$ cat src/rtl/disp_twi_pkg.sv
package disp_twi_pkg;

    localparam int BYTE_W    = 8;
    localparam int PTR_W     = 8;
    localparam int BIT_CNT_W = $clog2(BYTE_W + 1);

    typedef enum logic [2:0] {
        ST_IDLE,
        ST_ADDR,
        ST_ADDR_ACK,
        ST_WR_BYTE,
        ST_WR_ACK,
        ST_WAIT_SW,
        ST_RD_BYTE,
        ST_RD_ACK
    } twi_state_e;

endpackage

$ cat src/rtl/twi_sync_filter.sv
module twi_sync_filter #(
    parameter int SYNC_STAGES = 2,
    parameter int FILT_LEN    = 3
) (
    input  logic clk,
    input  logic rst_n,
    input  logic din,
    output logic dout
);
    localparam int RUN_W = $clog2(FILT_LEN + 1);
    localparam logic [RUN_W-1:0] RUN_LAST = RUN_W'(FILT_LEN - 1);

    logic [SYNC_STAGES-1:0] sync_q;
    logic                   sync_out;
    logic [RUN_W-1:0]       run_q;

    always_ff @(posedge clk or negedge rst_n) begin
        if (!rst_n) sync_q <= '1;
        else        sync_q <= {sync_q[SYNC_STAGES-2:0], din};
    end

    assign sync_out = sync_q[SYNC_STAGES-1];

    always_ff @(posedge clk or negedge rst_n) begin
        if (!rst_n) begin
            dout  <= 1'b1;
            run_q <= '0;
        end else if (sync_out == dout) begin
            run_q <= '0;
        end else if (run_q == RUN_LAST) begin
            dout  <= sync_out;
            run_q <= '0;
        end else begin
            run_q <= run_q + 1'b1;
        end
    end


    filt_follow_chk: assert property (@(posedge clk) disable iff (!rst_n)
        (dout != $past(dout)) |-> (dout == $past(sync_out)));

endmodule

$ cat src/rtl/twi_bus_cond.sv
module twi_bus_cond (
    input  logic clk,
    input  logic rst_n,
    input  logic scl_f,
    input  logic sda_f,
    output logic scl_rise,
    output logic scl_fall,
    output logic start_det,
    output logic stop_det
);
    logic scl_q, sda_q;

    always_ff @(posedge clk or negedge rst_n) begin
        if (!rst_n) begin
            scl_q <= 1'b1;
            sda_q <= 1'b1;
        end else begin
            scl_q <= scl_f;
            sda_q <= sda_f;
        end
    end

    assign scl_rise  =  scl_f & ~scl_q;
    assign scl_fall  = ~scl_f &  scl_q;
    assign start_det =  scl_f &  scl_q &  sda_q & ~sda_f;
    assign stop_det  =  scl_f &  scl_q & ~sda_q &  sda_f;


    cond_exclusive_chk: assert property (@(posedge clk) disable iff (!rst_n)
        $onehot0({scl_rise, scl_fall, start_det, stop_det}));

endmodule

$ cat src/rtl/twi_slave_fsm.sv
module twi_slave_fsm
    import disp_twi_pkg::*;
#(
    parameter logic [6:0] DEV_ADDR7 = 7'h50
) (
    input  logic              clk,
    input  logic              rst_n,
    input  logic              sda_f,
    input  logic              scl_rise,
    input  logic              scl_fall,
    input  logic              start_det,
    input  logic              stop_det,
    input  logic              sw_ready,
    input  logic [BYTE_W-1:0] buf_rdata,
    output logic              scl_oe,
    output logic              sda_oe,
    output logic [PTR_W-1:0]  buf_addr,
    output logic [BYTE_W-1:0] buf_wdata,
    output logic              buf_we,
    output logic              byte_evt
);
    localparam logic [BIT_CNT_W-1:0] RX_LAST = BIT_CNT_W'(BYTE_W);
    localparam logic [BIT_CNT_W-1:0] TX_LAST = BIT_CNT_W'(BYTE_W - 1);

    twi_state_e           state_q, state_d;
    logic [BYTE_W-1:0]    shift_q;
    logic [BIT_CNT_W-1:0] bit_cnt_q;
    logic [PTR_W-1:0]     ptr_q;
    logic                 rd_q, have_ptr_q, stored_q, mst_ack_q;
    logic                 addr_hit;

    assign addr_hit = (shift_q[BYTE_W-1:1] == DEV_ADDR7);
    assign buf_addr = ptr_q;

    // state register
    always_ff @(posedge clk or negedge rst_n) begin
        if (!rst_n) state_q <= ST_IDLE;
        else        state_q <= state_d;
    end

    // next state
    always_comb begin
        state_d = state_q;
        if (stop_det) begin
            state_d = ST_IDLE;
        end else if (start_det) begin
            state_d = ST_ADDR;
        end else begin
            unique case (state_q)
                ST_IDLE:     state_d = ST_IDLE;
                ST_ADDR:     if (scl_fall && bit_cnt_q == RX_LAST)
                                 state_d = addr_hit ? ST_ADDR_ACK : ST_IDLE;
                ST_ADDR_ACK: if (scl_fall)
                                 state_d = rd_q ? ST_WAIT_SW : ST_WR_BYTE;
                ST_WR_BYTE:  if (scl_fall && bit_cnt_q == RX_LAST)
                                 state_d = ST_WR_ACK;
                ST_WR_ACK:   if (scl_fall)
                                 state_d = stored_q ? ST_WAIT_SW : ST_WR_BYTE;
                ST_WAIT_SW:  if (sw_ready)
                                 state_d = rd_q ? ST_RD_BYTE : ST_WR_BYTE;
                ST_RD_BYTE:  if (scl_fall && bit_cnt_q == TX_LAST)
                                 state_d = ST_RD_ACK;
                ST_RD_ACK:   if (scl_fall)
                                 state_d = mst_ack_q ? ST_WAIT_SW : ST_IDLE;
                default:     state_d = ST_IDLE;
            endcase
        end
    end

    // outputs and datapath
    always_ff @(posedge clk or negedge rst_n) begin
        if (!rst_n) begin
            shift_q    <= '0;
            bit_cnt_q  <= '0;
            ptr_q      <= '0;
            rd_q       <= 1'b0;
            have_ptr_q <= 1'b0;
            stored_q   <= 1'b0;
            mst_ack_q  <= 1'b0;
            sda_oe     <= 1'b0;
            scl_oe     <= 1'b0;
            buf_we     <= 1'b0;
            buf_wdata  <= '0;
            byte_evt   <= 1'b0;
        end else begin
            buf_we   <= 1'b0;
            byte_evt <= 1'b0;
            if (buf_we) ptr_q <= ptr_q + 1'b1;
            if (stop_det || start_det) begin
                sda_oe    <= 1'b0;
                scl_oe    <= 1'b0;
                bit_cnt_q <= '0;
            end else begin
                unique case (state_q)
                    ST_ADDR, ST_WR_BYTE: begin
                        if (scl_rise) begin
                            shift_q   <= {shift_q[BYTE_W-2:0], sda_f};
                            bit_cnt_q <= bit_cnt_q + 1'b1;
                        end
                        if (scl_fall && bit_cnt_q == RX_LAST) begin
                            bit_cnt_q <= '0;
                            if (state_q == ST_ADDR) begin
                                if (addr_hit) begin
                                    sda_oe     <= 1'b1;
                                    rd_q       <= shift_q[0];
                                    have_ptr_q <= 1'b0;
                                end
                            end else begin
                                sda_oe <= 1'b1;
                                if (!have_ptr_q) begin
                                    ptr_q      <= shift_q;
                                    have_ptr_q <= 1'b1;
                                    stored_q   <= 1'b0;
                                end else begin
                                    buf_we    <= 1'b1;
                                    buf_wdata <= shift_q;
                                    stored_q  <= 1'b1;
                                end
                            end
                        end
                    end
                    ST_ADDR_ACK: begin
                        if (scl_fall) begin
                            sda_oe <= 1'b0;
                            if (rd_q) begin
                                scl_oe   <= 1'b1;
                                byte_evt <= 1'b1;
                            end
                        end
                    end
                    ST_WR_ACK: begin
                        if (scl_fall) begin
                            sda_oe <= 1'b0;
                            if (stored_q) begin
                                scl_oe   <= 1'b1;
                                byte_evt <= 1'b1;
                            end
                        end
                    end
                    ST_WAIT_SW: begin
                        if (sw_ready) begin
                            scl_oe    <= 1'b0;
                            bit_cnt_q <= '0;
                            if (rd_q) begin
                                shift_q <= buf_rdata;
                                sda_oe  <= ~buf_rdata[BYTE_W-1];
                            end
                        end
                    end
                    ST_RD_BYTE: begin
                        if (scl_fall) begin
                            if (bit_cnt_q == TX_LAST) begin
                                sda_oe    <= 1'b0;
                                bit_cnt_q <= '0;
                            end else begin
                                shift_q   <= {shift_q[BYTE_W-2:0], 1'b0};
                                sda_oe    <= ~shift_q[BYTE_W-2];
                                bit_cnt_q <= bit_cnt_q + 1'b1;
                            end
                        end
                    end
                    ST_RD_ACK: begin
                        if (scl_rise) mst_ack_q <= ~sda_f;
                        if (scl_fall) begin
                            ptr_q <= ptr_q + 1'b1;
                            if (mst_ack_q) begin
                                scl_oe   <= 1'b1;
                                byte_evt <= 1'b1;
                            end
                        end
                    end
                    default: begin
                        sda_oe <= 1'b0;
                        scl_oe <= 1'b0;
                    end
                endcase
            end
        end
    end


    stretch_in_wait_chk: assert property (@(posedge clk) disable iff (!rst_n)
        scl_oe |-> (state_q == ST_WAIT_SW));


    evt_holds_scl_chk: assert property (@(posedge clk) disable iff (!rst_n)
        byte_evt |-> scl_oe);


    ptr_step_chk: assert property (@(posedge clk) disable iff (!rst_n)
        buf_we |=> (ptr_q == $past(ptr_q) + 1'b1));


    start_keeps_ptr_chk: assert property (@(posedge clk) disable iff (!rst_n)
        (start_det || stop_det) |=> (ptr_q == $past(ptr_q)));


    stop_to_idle_chk: assert property (@(posedge clk) disable iff (!rst_n)
        stop_det |=> (state_q == ST_IDLE && !sda_oe && !scl_oe));


    idle_quiet_chk: assert property (@(posedge clk) disable iff (!rst_n)
        (state_q == ST_IDLE) |-> (!sda_oe && !scl_oe && !buf_we));

endmodule

$ cat src/rtl/disp_twi_slave.sv
module disp_twi_slave
    import disp_twi_pkg::*;
#(
    parameter logic [6:0] DEV_ADDR7   = 7'h50,
    parameter int          SYNC_STAGES = 2,
    parameter int          FILT_LEN    = 3
) (
    input  logic              clk,
    input  logic              rst_n,
    input  logic              scl_in,
    input  logic              sda_in,
    output logic              scl_oe,
    output logic              sda_oe,
    output logic [PTR_W-1:0]  buf_addr,
    output logic [BYTE_W-1:0] buf_wdata,
    output logic              buf_we,
    input  logic [BYTE_W-1:0] buf_rdata,
    input  logic              sw_ready,
    output logic              byte_evt
);
    localparam int N_LINES = 2;

    logic [N_LINES-1:0] raw_w, flt_w;
    logic scl_rise, scl_fall, start_det, stop_det;

    assign raw_w = {scl_in, sda_in};

    for (genvar gi = 0; gi < N_LINES; gi++) begin : g_line
        twi_sync_filter #(
            .SYNC_STAGES(SYNC_STAGES),
            .FILT_LEN   (FILT_LEN)
        ) u_filt (
            .clk  (clk),
            .rst_n(rst_n),
            .din  (raw_w[gi]),
            .dout (flt_w[gi])
        );
    end

    twi_bus_cond u_cond (
        .clk      (clk),
        .rst_n    (rst_n),
        .scl_f    (flt_w[1]),
        .sda_f    (flt_w[0]),
        .scl_rise (scl_rise),
        .scl_fall (scl_fall),
        .start_det(start_det),
        .stop_det (stop_det)
    );

    twi_slave_fsm #(
        .DEV_ADDR7(DEV_ADDR7)
    ) u_fsm (
        .clk      (clk),
        .rst_n    (rst_n),
        .sda_f    (flt_w[0]),
        .scl_rise (scl_rise),
        .scl_fall (scl_fall),
        .start_det(start_det),
        .stop_det (stop_det),
        .sw_ready (sw_ready),
        .buf_rdata(buf_rdata),
        .scl_oe   (scl_oe),
        .sda_oe   (sda_oe),
        .buf_addr (buf_addr),
        .buf_wdata(buf_wdata),
        .buf_we   (buf_we),
        .byte_evt (byte_evt)
    );

endmodule

$ cat config.mk
export PLATFORM = sky130hd
export DESIGN_NAME = disp_twi_slave
export DESIGN_NICKNAME = d
export VERILOG_FILES = /design/src/rtl/disp_twi_pkg.sv /design/src/rtl/twi_sync_filter.sv /design/src/rtl/twi_bus_cond.sv /design/src/rtl/twi_slave_fsm.sv /design/src/rtl/disp_twi_slave.sv
export SDC_FILE = /design/constraint.sdc
export NUM_CORES = 1
export LEC_CHECK = 0
export ABC_AREA = 1
export CORE_UTILIZATION = 59
export CTS_BUF_LIST = sky130_fd_sc_hd__clkbuf_8
export DETAILED_ROUTE_END_ITERATION = 12
export GPL_TIMING_DRIVEN = 0
export PLACE_DENSITY = 0.82
export SYNTH_ARGS = -nofsm -noshare
export SYNTH_HDL_FRONTEND = slang
export SYNTH_SLANG_ARGS = --single-unit
$ cat constraint.sdc
create_clock -name clk -period 1.8 [get_ports clk]
set_clock_uncertainty 0.05 [all_clocks]
set_input_delay 0.36 -clock clk [delete_from_list [all_inputs] [get_ports clk]]
set_output_delay 0.36 -clock clk [all_outputs]
set_load 0.03 [all_outputs]
==> results by group, run 1 <==
Clock network
  • Root buffer cell: clkbuf_8
  • Worst-Skew Late Latency: ~0.32 ns
  • Clock buffer count from CTS: 5
  • H-tree lvl count: 2
  • TritonCTS clock tree: built
  • Clock sink count: ~50
  • Maximum clock path buffer count: 2
  • Worst-path clk slew: ~0.1 ns

Logic synthesis
  • Post-Syn Area: ~3200 µm²
  • Ys Warns: 0
  • Syn avg cell area: ~7 µm²
  • Seq/Total Area, Yosys: 0.405
  • Cells after Synth: roughly 450
  • #FFs+latches synth: between 50 and 60
  • Library cells used by synthesis: 32
  • Syn_nets: ~470

Setup path
  • Crit path kind: reg -> reg
  • R2r startpoint: u_fsm.bit_cnt_q[0]
  • CP Capture Type: flop
  • CP startpoint kind: flop
  • R2r endpoint: u_fsm.buf_addr[7]
  • CP arrival: 1.94 ns
  • Max FO, Critical Path: 4
  • Reg-to-reg slack, setup: around 0.026 ns
  • Reg2Reg Depth: 11
  • CP Data Required Time: 1.96 ns

Die
  • Die Ht: 75.4 µm
  • I/O pin total: 33
  • Die width: around 75 µm
  • Core Rows: 26
  • Core area: approximately 5000 µm²
  • Initial Utilization: 0.618
  • Full die area: approximately 5700 µm²

Timing
  • Clock period minus worst slack: roughly 1.8 ns
  • Hold WS: between 0.3 and 0.4 ns
  • Final Hold Fails: 0
  • Final setup margin: around 0.026 ns
  • Fin. max-slew vios: 0
  • Setup Viol. Count Final: 0
  • Highest clock rate: 564 MHz
  • Slew headroom: 0.690
  • Least-Margin Pin Slew: roughly 0.46 ns
  • Period utilization: 0.986

Place
  • Post-detail-place hpwl: between 5000 and 6000 µm
  • Final GP Congestion: 0.906
  • IO Port Bufs: 32
  • Pre-CTS WS: -0.105 ns
  • Placed insts: 556
  • Placed inst area: around 3600 µm²

Detailed routing
  • Antenna Nets Post-Route: 0
  • Drt drc: 0
  • Wire per inst: ~14 µm
  • DR pass1 iterations: 5
  • 1st-iter DRT viols: between 300 and 400
  • Routed WL: around 8300 µm
  • Via/cell ratio: about 5.6
  • Vias post-DR: around 3200

Finish
  • NumNets Final: approximately 520
  • Most frequent cells in the layout: nand2_1 (150), inv_1 (55), nand3_1 (52)
  • Non-Filler Instances: between 500 and 600
  • Layout Area Growth over Synthesis: 23.9%
  • Share of layout cells above drive strength 1: 0.143
  • Finished layout cell area: 3940 µm²
  • Commonest non-fill, non-tap cell in the layout: nand2_1
  • Ant diodes: 0

Power
  • PD cells: around 1100 nW/µm²
  • Peak VDD IR: just over 800 µV
  • Comb power frac: 0.431
  • Internal power: around 2.6 mW
  • Net Sw Power: roughly 1.9 mW
  • Sequential share of power: 0.357
  • Sw frac: 0.418
  • Clk network pwr share: 0.212
  • Leak: approximately 2.2 nW

Global route
  • Largest net degree at the start of global routing: 38
  • First-pass GRT wire length: between 10000 and 15000 µm
  • Total congestion overflow: 0
  • Initial antenna violation count: 0
  • Number of global-route vias before repair: 2639
  • Tot GR Track Use: 0.293

Min path
  • Min-delay src: g_line[1].u_filt.sync_q[0]
  • Hold/Removal Path Class: reg -> reg
  • WHS Path Cells: 0
  • Hold EP: g_line[1].u_filt.sync_q[1]

Job
  • Maxcap violations: 0

Outcome
  • Status: finished, final reports clean
-- worst max path at each step --
stage                  startpoint            endpoint  slack, ns  cells after the start
3_3_place_gp                rst_n  u_fsm.buf_wdata[5]      -1.21                      1
5_1_grt              u_cond.scl_q  u_fsm.buf_wdata[7]      -0.05                      7
4_1_cts              u_cond.scl_q  u_fsm.buf_wdata[2]      0.005                      7
6_report       u_fsm.bit_cnt_q[0]   u_fsm.buf_addr[7]       0.03                     11
3_5_place_dp             sw_ready    u_fsm.shift_q[5]      -0.10                      8
2_1_floorplan   u_fsm.buf_addr[0]   u_fsm.buf_addr[4]       0.21                      8
-- cells by family after synthesis --
group           count (synthesis)  synth area share
buf+inv                        69            0.0937
simple gates                  267             0.377
flops                          51             0.405
fa+ha+maj                       3            0.0118
compound gates                 58            0.0989
xor+xnor                        5            0.0138
-- routing by layer --
layer	up-vias	part of all wire	global-route usage	wire [µm]
met1	1527	0.44	0.418	3590
li1	1564	-	-	-
met4	0	0.017	0.0700	137
met5	-	0	0	0
met2	127	0.49	0.476	4090
met3	15	0.053	0.0397	441
-- layout make-up --
class / instances / area, µm²
Multi-Input combinational cell: 333 / 1670
Inverter: 58 / 218
Sequential cell: 51 / 1290
Buffer: 11 / 92.6
Clock buffer: 5 / 68.8
Clock inverter: 3 / 63.8
Tap cell: 70 / 87.6
Timing Repair Buffer: 48 / 450
Fill cell: 393 / 1200
-- stage by stage --
stage | TNS [ns] | util | total power, mW
2_1_floorplan | 0 | - | 2.84
3_3_place_gp | -58.27 | 0.697 | 3.27
3_5_place_dp | -0.798 | 0.700 | 3.32
4_1_cts | 0 | 0.727 | 4.26
5_1_grt | -0.582 | 0.766 | 4.79
6_report | 0 | 0.766 | 4.49
-- synth_stat cells --
cell type	instances	area (µm²)
nor2_2	5	31.3
nand2_2	5	31.3
clkbuf_1	1	3.75
a21oi_1	9	45.0
nand3b_1	3	22.5
buf_6	3	33.8
inv_2	3	11.3
o21ai_2	1	8.76
inv_1	55	206
a21oi_2	1	8.76
buf_4	3	22.5
o21bai_1	1	7.51
a31oi_1	1	6.26
dfrtp_1	43	1080
xor2_1	2	17.5
nand2_4	3	33.8
o211ai_1	4	30.0
nor2_4	3	33.8
nand3_2	3	30.0
o21ai_0	29	145
o21a_1	1	7.51
xnor2_1	3	26.3
nor3_1	4	20.0
buf_2	4	20.0
nand3_1	52	260
nand2_1	152	571
nor2_1	31	116
ha_1	3	37.5
nor3_4	1	16.3
o21ai_1	11	55.1
dfstp_2	8	210
nand4_1	5	31.3
-- power groups by stage --
stage / clock [mW] / sequential [mW] / combinational [mW]
finish: 0.953 / 1.60 / 1.94
global route: 1.02 / 1.63 / 2.14
CTS: 0.962 / 1.60 / 1.70
detailed placement: 0 / 1.62 / 1.70
global placement: 0 / 1.60 / 1.67
floorplan: 0 / 1.63 / 1.21
-- registers in the layout, summed over array words and instances (netlist names), 2 cells and up --
name                  count
u_fsm.buf_addr            8
g_line.u_filt.dout        2
u_fsm.state_q             3
u_fsm.bit_cnt_q           4
u_fsm.shift_q             8
g_line.u_filt.run_q       4
g_line.u_filt.sync_q      4
u_fsm.buf_wdata           8
-- what timing repair did --
action | 4_1_cts | 5_1_grt
hold buffers | 1 | 0
hold endpoints to repair | 14 | 0
pin swaps | 0 | 9
gates cloned | 0 | 0
endpoints found under the setup margin | 17 | 36
buffers inserted | 0 | 14
gates resized for setup | 9 | 27
-- worst max-delay path, cell delays in order (launching register included) --
cell and delay (ns):
dfrtp_1 0.42, inv_1 0.12, ha_4 0.15, nand3_1 0.11
nor2_4 0.19, buf_4 0.14, buf_4 0.10, nand4_1 0.08
nand2_1 0.11, inv_1 0.04, nand2_1 0.07, nand3_1 0.07
No activity file was read; power rests on OpenSTA's default activity.
==> run 2, diff against run 1 <==
--- a/config.mk
+++ b/config.mk
@@ -6,8 +6,9 @@
 export NUM_CORES = 1
 export LEC_CHECK = 0
 export ABC_AREA = 1
+export ABC_CLOCK_PERIOD_IN_PS = 1800
 export CORE_UTILIZATION = 59
-export CTS_BUF_LIST = sky130_fd_sc_hd__clkbuf_8
+export CTS_BUF_LIST = sky130_fd_sc_hd__clkbuf_4
 export DETAILED_ROUTE_END_ITERATION = 12
 export GPL_TIMING_DRIVEN = 0
 export PLACE_DENSITY = 0.82
==> results by group, run 2 (synthesis gave the netlist of run 1 again) <==
Clock network
  • H-tree lvl count: 2 (unchanged)
  • Maximum clock path buffer count: 2 (unchanged)
  • Worst-Skew Late Latency: 0.38 ns (was 0.32 ns)
  • TritonCTS clock tree: built (unchanged)
  • Root buffer cell: clkbuf_4 (was clkbuf_8)
  • Clock buffer count from CTS: 5 (unchanged)
  • Clock sink count: 51 (unchanged)
  • Worst-path clk slew: 0.15 ns (was 0.10 ns)

Setup path
  • Slowest CP cell: dfstp_2 (was dfrtp_1)
  • Largest stage delay, worst path: 0.62 ns (was 0.42 ns)
  • Worst-path cell chain: inv_2 -> nor2_4 -> nand3_4 -> nor3_4 -> nand2_4 -> buf_4 -> nand2_1 -> o21ai_2 (was inv_1 -> ha_4 -> nand3_1 -> nor2_4 -> buf_4 -> buf_4 -> nand4_1 -> nand2_1 -> inv_1 -> nand2_1 -> nand3_1)
  • Max FO, Critical Path: 6 (was 4)
  • Crit path kind: reg -> reg (unchanged)
  • CP arrival: 1.99 ns (was 1.94 ns)
  • CP Capture Type: flop (unchanged)
  • WP buf/inv: 2 (was 4)
  • CP Data Required Time: 2.03 ns (was 1.96 ns)
  • Crit path max-delay family: simple AND/OR/NAND/NOR gates (unchanged)
  • CP startpoint kind: flop (unchanged)

Finish
  • Commonest non-fill, non-tap cell in the layout: nand2_1 (unchanged)
  • Share of layout cells above drive strength 1: 0.150 (was 0.143)
  • NumNets Final: 528 (was 524)
  • Final core occ: 0.760 (was 0.766)
  • Layout Area Growth over Synthesis: 23.0% (was 23.9%)
  • Ant diodes: 0 (unchanged)
  • Most frequent cells in the layout: nand2_1 (150), inv_1 (54), nand3_1 (52) (was nand2_1 (150), inv_1 (55), nand3_1 (52))
  • Filler Cell Count: 414 (was 393)

Global route
  • Total congestion overflow: 0 (unchanged)
  • Tot GR Track Use: 0.293 (about the same)
  • Number of global-route vias before repair: 2678 (was 2639)
  • First-pass GRT wire length: 12400 µm (about the same)
  • Largest net degree at the start of global routing: 38 (unchanged)
  • Initial antenna violation count: 0 (unchanged)

Detailed routing
  • Via/cell ratio: 5.49 (was 5.58)
  • Antenna Nets Post-Route: 0 (unchanged)
  • Vias post-DR: 3200 (was 3233)
  • Routed WL: 8250 µm (was 8260 µm)
  • Wire per inst: 14.1 µm (was 14.3 µm)
  • 1st-iter DRT viols: 312 (unchanged)
  • Drt drc: 0 (unchanged)
  • DR pass1 iterations: 6 (was 5)

Place
  • IO Port Bufs: 32 (unchanged)
  • Post-detail-place hpwl: 5730 µm (unchanged)
  • Final GP Congestion: 0.906 (unchanged)

Timing
  • Fin. max-slew vios: 0 (unchanged)
  • Final Hold Fails: 0 (unchanged)
  • Setup Viol. Count Final: 0 (unchanged)
  • RSZ-0062 raised after global routing: true
  • Period utilization: 0.976 (was 0.986)
  • Least-Margin Pin Slew: 0.459 ns (was 0.465 ns)
  • Slew headroom: 0.694 (was 0.690)
  • Highest clock rate: 569 MHz (was 564 MHz)
  • Hold WS: 0.317 ns (was 0.312 ns)
  • Clock period minus worst slack: 1.76 ns (was 1.77 ns)

Outcome
  • Status: finished, final reports clean (unchanged)

Die
  • Core area: 5140 µm² (unchanged)
  • Initial Utilization: 0.618 (unchanged)
  • I/O pin total: 33 (unchanged)
  • Die Ht: 75.4 µm (unchanged)
  • Full die area: 5680 µm² (unchanged)
  • Core Rows: 26 (unchanged)
  • Die width: 75.4 µm (unchanged)

Power
  • Leak: 2.14 nW (was 2.15 nW)
  • PD cells: 1130 nW/µm² (was 1140 nW/µm²)
  • Peak VDD IR: 820 µV (was 811 µV)

Job
  • Maxcap violations: 0 (unchanged)

Min path
  • Hold/Removal Path Class: reg -> reg (unchanged)
[run 2: metrics by stage]
stage               cells  power, mW  worst slack (ns)  cell area [µm²]  setup TNS (ns)
floorplan             453       2.84             0.210             3180               0
global placement      555       3.27             -1.21             3580          -58.27
detailed placement    556       3.32            -0.105             3600          -0.798
CTS                   565       4.14           0.00925             3700               0
global route          583       4.71           -0.0580             3910          -0.430
finish                583       4.41            0.0429             3910               0
[run 2: power breakdown]
part	switching (mW)	total [mW]	internal [mW]
logic	1.27	1.98	0.712
registers	0.211	1.60	1.39
clock network	0.384	0.832	0.449
total	1.86	4.41	2.55
[run 2: timing repair]
action                     in CTS  in global routing
setup buffers                   0                 18
setup endpoints to repair      30                 32
hold buffers                    1                  0
pin swaps                       0                 13
gates resized for setup        23                 20
hold endpoints to repair       14                  0
[run 2: final timing paths]
kind	startpoint	to	slack, ns	depth (start not counted)
max	u_cond.scl_q	u_fsm.buf_wdata[2]	0.04	8
min	g_line[1].u_filt.sync_q[0]	g_line[1].u_filt.sync_q[1]	0.32	0
max reg2reg	u_cond.scl_q	u_fsm.buf_wdata[2]	0.04	8
min reg2reg	g_line[1].u_filt.sync_q[0]	g_line[1].u_filt.sync_q[1]	0.32	0
max in group asynchronous	rst_n	g_line[1].u_filt.sync_q[1]	0.73	3
min in group asynchronous	rst_n	u_fsm.state_q[0]	0.36	2
[run 2: area by class of cell]
class | instances | area, µm² | area share
multi-input combinational | 333 | 1660 | 0.425
clock inverter | 2 | 60.1 | 0.0154
inverter | 58 | 218 | 0.0557
clock buffer | 6 | 45.0 | 0.0115
timing repair buffer | 52 | 455 | 0.117
buffer | 11 | 92.6 | 0.0237
tap | 70 | 87.6 | 0.0224
sequential | 51 | 1290 | 0.329
[run 2: worst reg2reg max path: stages (launching register included)]
cell and delay, ns:
dfstp_2 0.62, inv_2 0.06, nor2_4 0.17, nand3_4 0.13, nor3_4 0.25, nand2_4 0.11, buf_4 0.16, nand2_1 0.06
o21ai_2 0.05
[run 2: per-layer routing]
layer  GRT usage  up-vias  share of wire
met5           0        -              0
met1       0.417     1494           0.45
met2       0.478      113           0.49
met3      0.0278       22          0.045
li1            -     1571              -
met4      0.0905        0          0.022
==> run 3, diff against run 2 <==
--- a/config.mk
+++ b/config.mk
@@ -9,6 +9,7 @@
 export ABC_CLOCK_PERIOD_IN_PS = 1800
 export CORE_UTILIZATION = 59
 export CTS_BUF_LIST = sky130_fd_sc_hd__clkbuf_4
+export CTS_CLUSTER_DIAMETER = 60
 export DETAILED_ROUTE_END_ITERATION = 12
 export GPL_TIMING_DRIVEN = 0
 export PLACE_DENSITY = 0.82
==> results of run 3 <==
The final DEF is identical to that of run 2; final timing and power are the same.
